`src/rtl/wave_reg_init.sv`:
```
module wave_reg_init #(
  parameter int RW = 8,
  parameter int AW = 6
) (
  input  logic            clk,
  input  logic            rst_n,
  input  logic            start_i,
  input  logic [12:0]     field_en_i,
  input  logic [RW-1:0]   base_idx_i,
  input  logic [127:0]    seg_desc_i,
  input  logic [63:0]     disp_ptr_i,
  input  logic [63:0]     queue_ptr_i,
  input  logic [63:0]     arg_ptr_i,
  input  logic [31:0]     scratch_lo_i,
  input  logic [31:0]     scratch_item_i,
  input  logic [95:0]     grid_size_i,
  input  logic [95:0]     wg_size_i,
  input  logic [95:0]     wg_id_i,
  input  logic [31:0]     wg_lin_i,
  input  logic [31:0]     wg_items_i,
  input  logic [31:0]     wave_id_i,
  input  logic [31:0]     wave_size_i,
  input  logic [31:0]     wave_kb_i,
  input  logic [AW-1:0]   append_i,
  output logic            wr_en_o,
  output logic [RW-1:0]   wr_idx_o,
  output logic [31:0]     wr_data_o,
  output logic            busy_o,
  output logic            done_o
);
  localparam int DW   = 32;
  localparam int NF   = 13;
  localparam int FW   = $clog2(NF);
  localparam int CNTW = $clog2(DW + 1);
  localparam int NWB  = 6;
  localparam int PADW = DW - 1 - NWB - AW;
  localparam int MAXW = 20;
  localparam logic [NF-1:0] DIV_FIELDS = 13'b1_0000_1110_0000;

  typedef enum logic [1:0] {S_IDLE, S_RUN, S_DIV} st_t;

  st_t            st;
  logic [NF-1:0]  pend;
  logic [1:0]     wi;
  logic [RW-1:0]  off;
  logic           have_q;
  logic [DW-1:0]  q_r;
  logic [DW:0]    rem;
  logic [DW-1:0]  quo;
  logic [CNTW-1:0] dcnt;
  logic           done_r;

  logic [FW-1:0]  cur;
  logic [1:0]     wlast;
  logic [DW-1:0]  dvd, dvs, wdat, wofs, info;
  logic [DW:0]    rem_sh, rem_n;
  logic [DW-1:0]  quo_n;
  logic           ge, need_div, last_w;
  logic [NF-1:0]  pend_rest;

  always_comb begin
    cur = '0;
    for (int i = NF - 1; i >= 0; i--)
      if (pend[i]) cur = FW'(i);
  end

  assign pend_rest = pend & (pend - 1'b1);
  assign wlast     = (cur == 0) ? 2'd3 : (cur <= 4) ? 2'd1 : 2'd0;
  assign last_w    = (wi == wlast);
  assign need_div  = (st == S_RUN) && DIV_FIELDS[cur] && !have_q;

  always_comb begin
    case (cur)
      4'd5:    begin dvd = grid_size_i[0 +: DW];    dvs = wg_size_i[0 +: DW];    end
      4'd6:    begin dvd = grid_size_i[DW +: DW];   dvs = wg_size_i[DW +: DW];   end
      4'd7:    begin dvd = grid_size_i[2*DW +: DW]; dvs = wg_size_i[2*DW +: DW]; end
      default: begin dvd = wg_items_i;              dvs = wave_size_i;           end
    endcase
  end

  assign rem_sh = {rem[DW-1:0], quo[DW-1]};
  assign ge     = rem_sh >= {1'b0, dvs};
  assign rem_n  = ge ? rem_sh - {1'b0, dvs} : rem_sh;
  assign quo_n  = {quo[DW-2:0], ge};

  assign wofs = ((wg_lin_i * (wg_items_i >> 6)) + wave_id_i) * wave_kb_i << 10;
  assign info = {(wave_id_i == '0), {PADW{1'b0}}, append_i, q_r[NWB-1:0]};

  always_comb begin
    case (cur)
      4'd0:    wdat = seg_desc_i[wi*DW +: DW];
      4'd1:    wdat = wi[0] ? disp_ptr_i[63:32]  : disp_ptr_i[31:0];
      4'd2:    wdat = wi[0] ? queue_ptr_i[63:32] : queue_ptr_i[31:0];
      4'd3:    wdat = wi[0] ? arg_ptr_i[63:32]   : arg_ptr_i[31:0];
      4'd4:    wdat = wi[0] ? scratch_item_i     : scratch_lo_i;
      4'd5, 4'd6, 4'd7: wdat = q_r;
      4'd8:    wdat = wg_id_i[0 +: DW];
      4'd9:    wdat = wg_id_i[DW +: DW];
      4'd10:   wdat = wg_id_i[2*DW +: DW];
      4'd11:   wdat = wofs;
      4'd12:   wdat = info;
      default: wdat = '0;
    endcase
  end

  assign wr_en_o   = (st == S_RUN) && !need_div;
  assign wr_idx_o  = base_idx_i + off;
  assign wr_data_o = wdat;
  assign busy_o    = (st != S_IDLE);
  assign done_o    = done_r;

  always_ff @(posedge clk) begin
    if (!rst_n) begin
      st     <= S_IDLE;
      pend   <= '0;
      wi     <= '0;
      off    <= '0;
      have_q <= 1'b0;
      q_r    <= '0;
      rem    <= '0;
      quo    <= '0;
      dcnt   <= '0;
      done_r <= 1'b0;
    end else begin
      done_r <= 1'b0;
      case (st)
        S_IDLE: if (start_i) begin
          if (field_en_i == '0) begin
            done_r <= 1'b1;
          end else begin
            pend   <= field_en_i;
            wi     <= '0;
            off    <= '0;
            have_q <= 1'b0;
            st     <= S_RUN;
          end
        end
        S_RUN: if (need_div) begin
          rem  <= '0;
          quo  <= dvd;
          dcnt <= CNTW'(DW);
          st   <= S_DIV;
        end else begin
          off <= off + 1'b1;
          if (last_w) begin
            pend   <= pend_rest;
            wi     <= '0;
            have_q <= 1'b0;
            if (pend_rest == '0) begin
              st     <= S_IDLE;
              done_r <= 1'b1;
            end
          end else begin
            wi <= wi + 1'b1;
          end
        end
        S_DIV: begin
          rem  <= rem_n;
          quo  <= quo_n;
          dcnt <= dcnt - 1'b1;
          if (dcnt == CNTW'(1)) begin
            q_r    <= quo_n + DW'(rem_n != '0);
            have_q <= 1'b1;
            st     <= S_RUN;
          end
        end
        default: st <= S_IDLE;
      endcase
    end
  end

  logic [5:0] wcnt;
  always_ff @(posedge clk) begin
    if (!rst_n || st == S_IDLE) wcnt <= '0;
    else if (wr_en_o)           wcnt <= wcnt + 1'b1;
  end


  slot_step_chk: assert property (@(posedge clk) disable iff (!rst_n)
    (wr_en_o && $past(wr_en_o)) |-> (wr_idx_o == $past(wr_idx_o) + 1'b1));


  slot_bound_chk: assert property (@(posedge clk) disable iff (!rst_n)
    wr_en_o |-> (wcnt < MAXW));


  done_pulse_chk: assert property (@(posedge clk) disable iff (!rst_n)
    done_o |=> !done_o);


  run_exit_chk: assert property (@(posedge clk) disable iff (!rst_n)
    busy_o |=> (busy_o || done_o));


  empty_mask_chk: assert property (@(posedge clk) disable iff (!rst_n)
    (!busy_o && start_i && field_en_i == '0) |=> (done_o && !wr_en_o && !busy_o));

endmodule

```
`config.mk`:
```
export PLATFORM = sky130hd
export DESIGN_NAME = wave_reg_init
export DESIGN_NICKNAME = d
export VERILOG_FILES = /design/src/rtl/wave_reg_init.sv
export SDC_FILE = /design/constraint.sdc
export NUM_CORES = 2
export LEC_CHECK = 0
export BUFFER_PORTS_ARGS = -buffer_cell sky130_fd_sc_hd__buf_2
export CORE_AREA = 2 2 350 352
export CTS_BUF_LIST = sky130_fd_sc_hd__clkbuf_8
export DETAILED_ROUTE_END_ITERATION = 16
export DIE_AREA = 0 0 352 354
export GPL_TIMING_DRIVEN = 0
export PLACE_DENSITY = 0.44
export SYNTH_ARGS = -nofsm -noshare
export SYNTH_HDL_FRONTEND = slang
export SYNTH_SLANG_ARGS = --single-unit
```
`constraint.sdc`:
```
create_clock -name clk -period 24.9 [get_ports clk]
set_input_delay 4.98 -clock clk [delete_from_list [all_inputs] [get_ports clk]]
set_output_delay 4.98 -clock clk [all_outputs]
set_load 0.02 [all_outputs]
```
==> flow_metrics.py <==
metrics = {
    "place": {
        "port_buffers": 877,
        "dp_hpwl_microns": 153600,
        "gp_congestion": 0.9779,
        "dpl-instance-area_sq_um": 35310,
    },
    "detailed_routing": {
        "routed.top_layer": "met5",
        "drtAntennaViolNets": 0,
        "via_per_inst": 5.045,
        "wl_met2_microns": 77440,
        "wl_microns": 173400,
        "dr.pass1.iters": 8,
        "wl_per_cell_microns": 28.57,
        "drc": 0,
        "drt-met1-wl_microns": 75440,
        "drt_iter0_markers": 2911,
        "vias": 30620,
        "met3_length_microns": 13950,
    },
    "grt": {
        "grt_pass1_wl_microns": 239500,
        "antenna_found_initial": 56,
        "grtUsageTotal_pct": 27.12,
        "overflow": 0,
        "grt_pass1_vias": 31480,
        "grt_start_max_net_pins": 17,
    },
    "final_layout": {
        "finalInstanceArea_sq_um": 35760,
        "layout_commonest_cell": "buf_2",
        "nFillCells": 13480,
        "final_layout_size_suffix_gt1_share_pct": 21.99,
        "area_growth_syn_to_layout_pct": 23.95,
        "fin_nets": 5836,
        "utilization_pct": 29.58,
        "seqCellArea_sq_um": 2582,
        "final_cell_mix": "877 x buf_2, 471 x inv_1, 463 x nand2_1",
        "multi_input_area_sq_um": 23760,
    },
    "clock_network": {
        "clock_latency_ns": 0.48,
        "cts_buffer_depth": 2,
        "htreeDepth": 4,
        "post_cts_buffers": 0,
        "tritoncts": "built",
        "cts.reportedPaths.clkPinSlew_ns": 0.08,
        "numCtsBuffers": 17,
        "cts_sinks": 129,
        "postCtsHoldBufs": 0,
        "cts_root_buf": "clkbuf_8",
    },
    "yosys": {
        "synthesis.nets": 4939,
        "synthCells": 3506,
        "synth-simple-area-share_pct": 19.06,
        "synth_cell_types": 67,
        "synth_edf_count": 0,
        "async_flop_share_pct": 0,
        "synth_seq_area_share_pct": 8.950,
        "synth_compound_area_share_pct": 15.81,
        "synth_xor_area_share_pct": 5.182,
        "synth_area_sq_um": 28850,
        "synth-main-ff-cell": "dfxtp_1",
        "synth_mux_area_share_pct": 7.823,
        "avgSynthCellArea_sq_um": 8.230,
        "synth_fa_ha_area_share_pct": 34.40,
        "synth-seq-cells": 129,
        "yosysWarnings": 0,
        "synth_top_family_by_area": "adder cells",
    },
    "setup_path": {
        "crit_slowest_cell": "clkbuf_1",
        "cp_slowest_stage_delay_ns": 0.63,
        "crit_top_cell": "fa_1",
        "worstPathArrival_ns": 19.05,
        "critPathCaptureType": "primary output",
        "r2r_slack_ns": 13.68,
        "worst_setup_path_start_kind": "primary input",
        "crit_fanout": 10,
        "cp_data_required_time_ns": 19.92,
        "critPathKind": "in -> out",
    },
    "timing": {
        "maxSlewViolCount": 22,
        "hold_ws_ns": 0.5102,
        "clock_skew_ns": 0.02550,
        "setup_viol": 0,
        "period_needed_ns": 24.03,
        "finalCritPeriodShare_pct": 96.51,
        "rsz0062_at_grt": "false",
        "max_freq_mhz": 41.61,
        "hold_viol": 0,
        "fin_tns_setup_ns": 0,
        "worst_pin_slew_ns": 1.601,
        "relSlewSlack_pct": -6.709,
    },
    "min_path": {
        "hold_class": "reg -> reg",
    },
    "outcome": {
        "violations": "max-capacitance violations, max-slew violations",
        "outcome": "finished, violations left",
    },
    "floorplanning": {
        "num_io_pins": 905,
        "core_area_sq_um": 120900,
        "start_util_pct": 23.86,
        "die_y_microns": 354,
        "die_w_microns": 352,
        "rows": 128,
        "dieArea_sq_um": 124600,
    },
    "run": {
        "maxCapViolations": 2,
    },
}
## flip-flops by register name, indices dropped and copies added (netlist names)
| register | flops |
|---|---|
| wi | 2 |
| st | 2 |
| quo | 32 |
| pend | 13 |
| have_q | 1 |
| dcnt | 6 |
| off | 8 |
| rem | 32 |
| q_r | 32 |
| done_o | 1 |
## through the flow
step | cells | setup slack, ns
floorplan | 3506 | 2.790
global placement | 6008 | 0.6221
detailed placement | 6010 | 0.6120
CTS | 6042 | 0.5758
global route | 6053 | 0.07165
finish | 6069 | 0.8685
## cell usage after synthesis (all sizes together) (13+ instances only)
| library cell | count | area, sq um |
|---|---|---|
| nor4 | 22 | 137.6 |
| and3 | 18 | 112.6 |
| xor2 | 53 | 464.2 |
| dfxtp | 129 | 2582 |
| nand3 | 60 | 300.3 |
| nor2b | 60 | 375.4 |
| a21o | 26 | 195.2 |
| clkbuf | 185 | 694.4 |
| a21oi | 143 | 715.7 |
| nand2b | 20 | 125.1 |
| nor3 | 33 | 165.2 |
| nor2 | 141 | 529.3 |
| fa | 368 | 7367 |
| a222oi | 74 | 740.7 |
| mux2i | 140 | 1401 |
| o21ai | 136 | 680.7 |
| or3 | 14 | 87.58 |
| xnor2 | 104 | 918.4 |
| mux4 | 32 | 720.7 |
| o22ai | 30 | 187.7 |
| buf | 17 | 67.57 |
| inv | 471 | 1768 |
| a221oi | 64 | 560.5 |
| nand4 | 16 | 100.1 |
| o211a | 32 | 320.3 |
| a22oi | 13 | 97.59 |
| o21bai | 15 | 112.6 |
| nand2 | 463 | 1738 |
| o211ai | 14 | 105.1 |
| ha | 203 | 2540 |
| a21boi | 27 | 202.7 |
| and2 | 255 | 1595 |
## worst paths after layout
check	from	end	cells after the start
setup / recovery	wg_lin_i[2]	wr_data_o[31]	49
hold / removal	q_r[7]	q_r[7]	1
setup reg to reg	pend[11]	q_r[29]	39
hold reg to reg	q_r[7]	q_r[7]	1
## layer usage
metal,up-vias,global-route usage [%]
li1,13640,-
met1,15510,36.36
met2,1247,43.12
met3,185,6.108
met4,38,8.644
met5,-,0
## what timing repair did
item / in CTS / in global routing
hold endpoints to repair: 0 / 0
gates resized for setup: 0 / 2
endpoints found under the setup margin: 0 / 1
## logic make-up (layout without fill, tap and decap cells)
kind of cell | Yosys count | after routing
AND/OR/NAND/NOR | 1133 | 1133
other | 0 | 28
AO/OA/AOI/OAI | 652 | 652
buffers and inverters | 673 | 1583
multiplexers | 184 | 184
flip-flops | 129 | 129
XOR/XNOR | 162 | 162
adder cells (fa/ha/maj) | 573 | 573
## worst max-delay path: cells and delay by family
| family | cells | cell delay [ns] |
|---|---|---|
| xor gates and xnor gates | 14 | 3.47 |
| AOI/OAI and AO/OA | 9 | 2.14 |
| buffers and inverters | 9 | 1.73 |
| adders and majority gates | 14 | 6.22 |
| and+or+nand+nor | 3 | 0.48 |
## area by class of cell
class,count,share of cell area (%)
multi-input cells,2704,66.42
repair buffers,879,12.33
flip-flops and latches,129,7.221
well taps,1625,5.685
inverters,471,4.943
plain buffers,201,2.134
clock buffers,20,0.7697
clock inverters,12,0.3044
diodes,28,0.1959
Power is left out: the tool's default activity adds up to more than one toggle a clock period on the data nets, which glitch-free logic cannot reach.
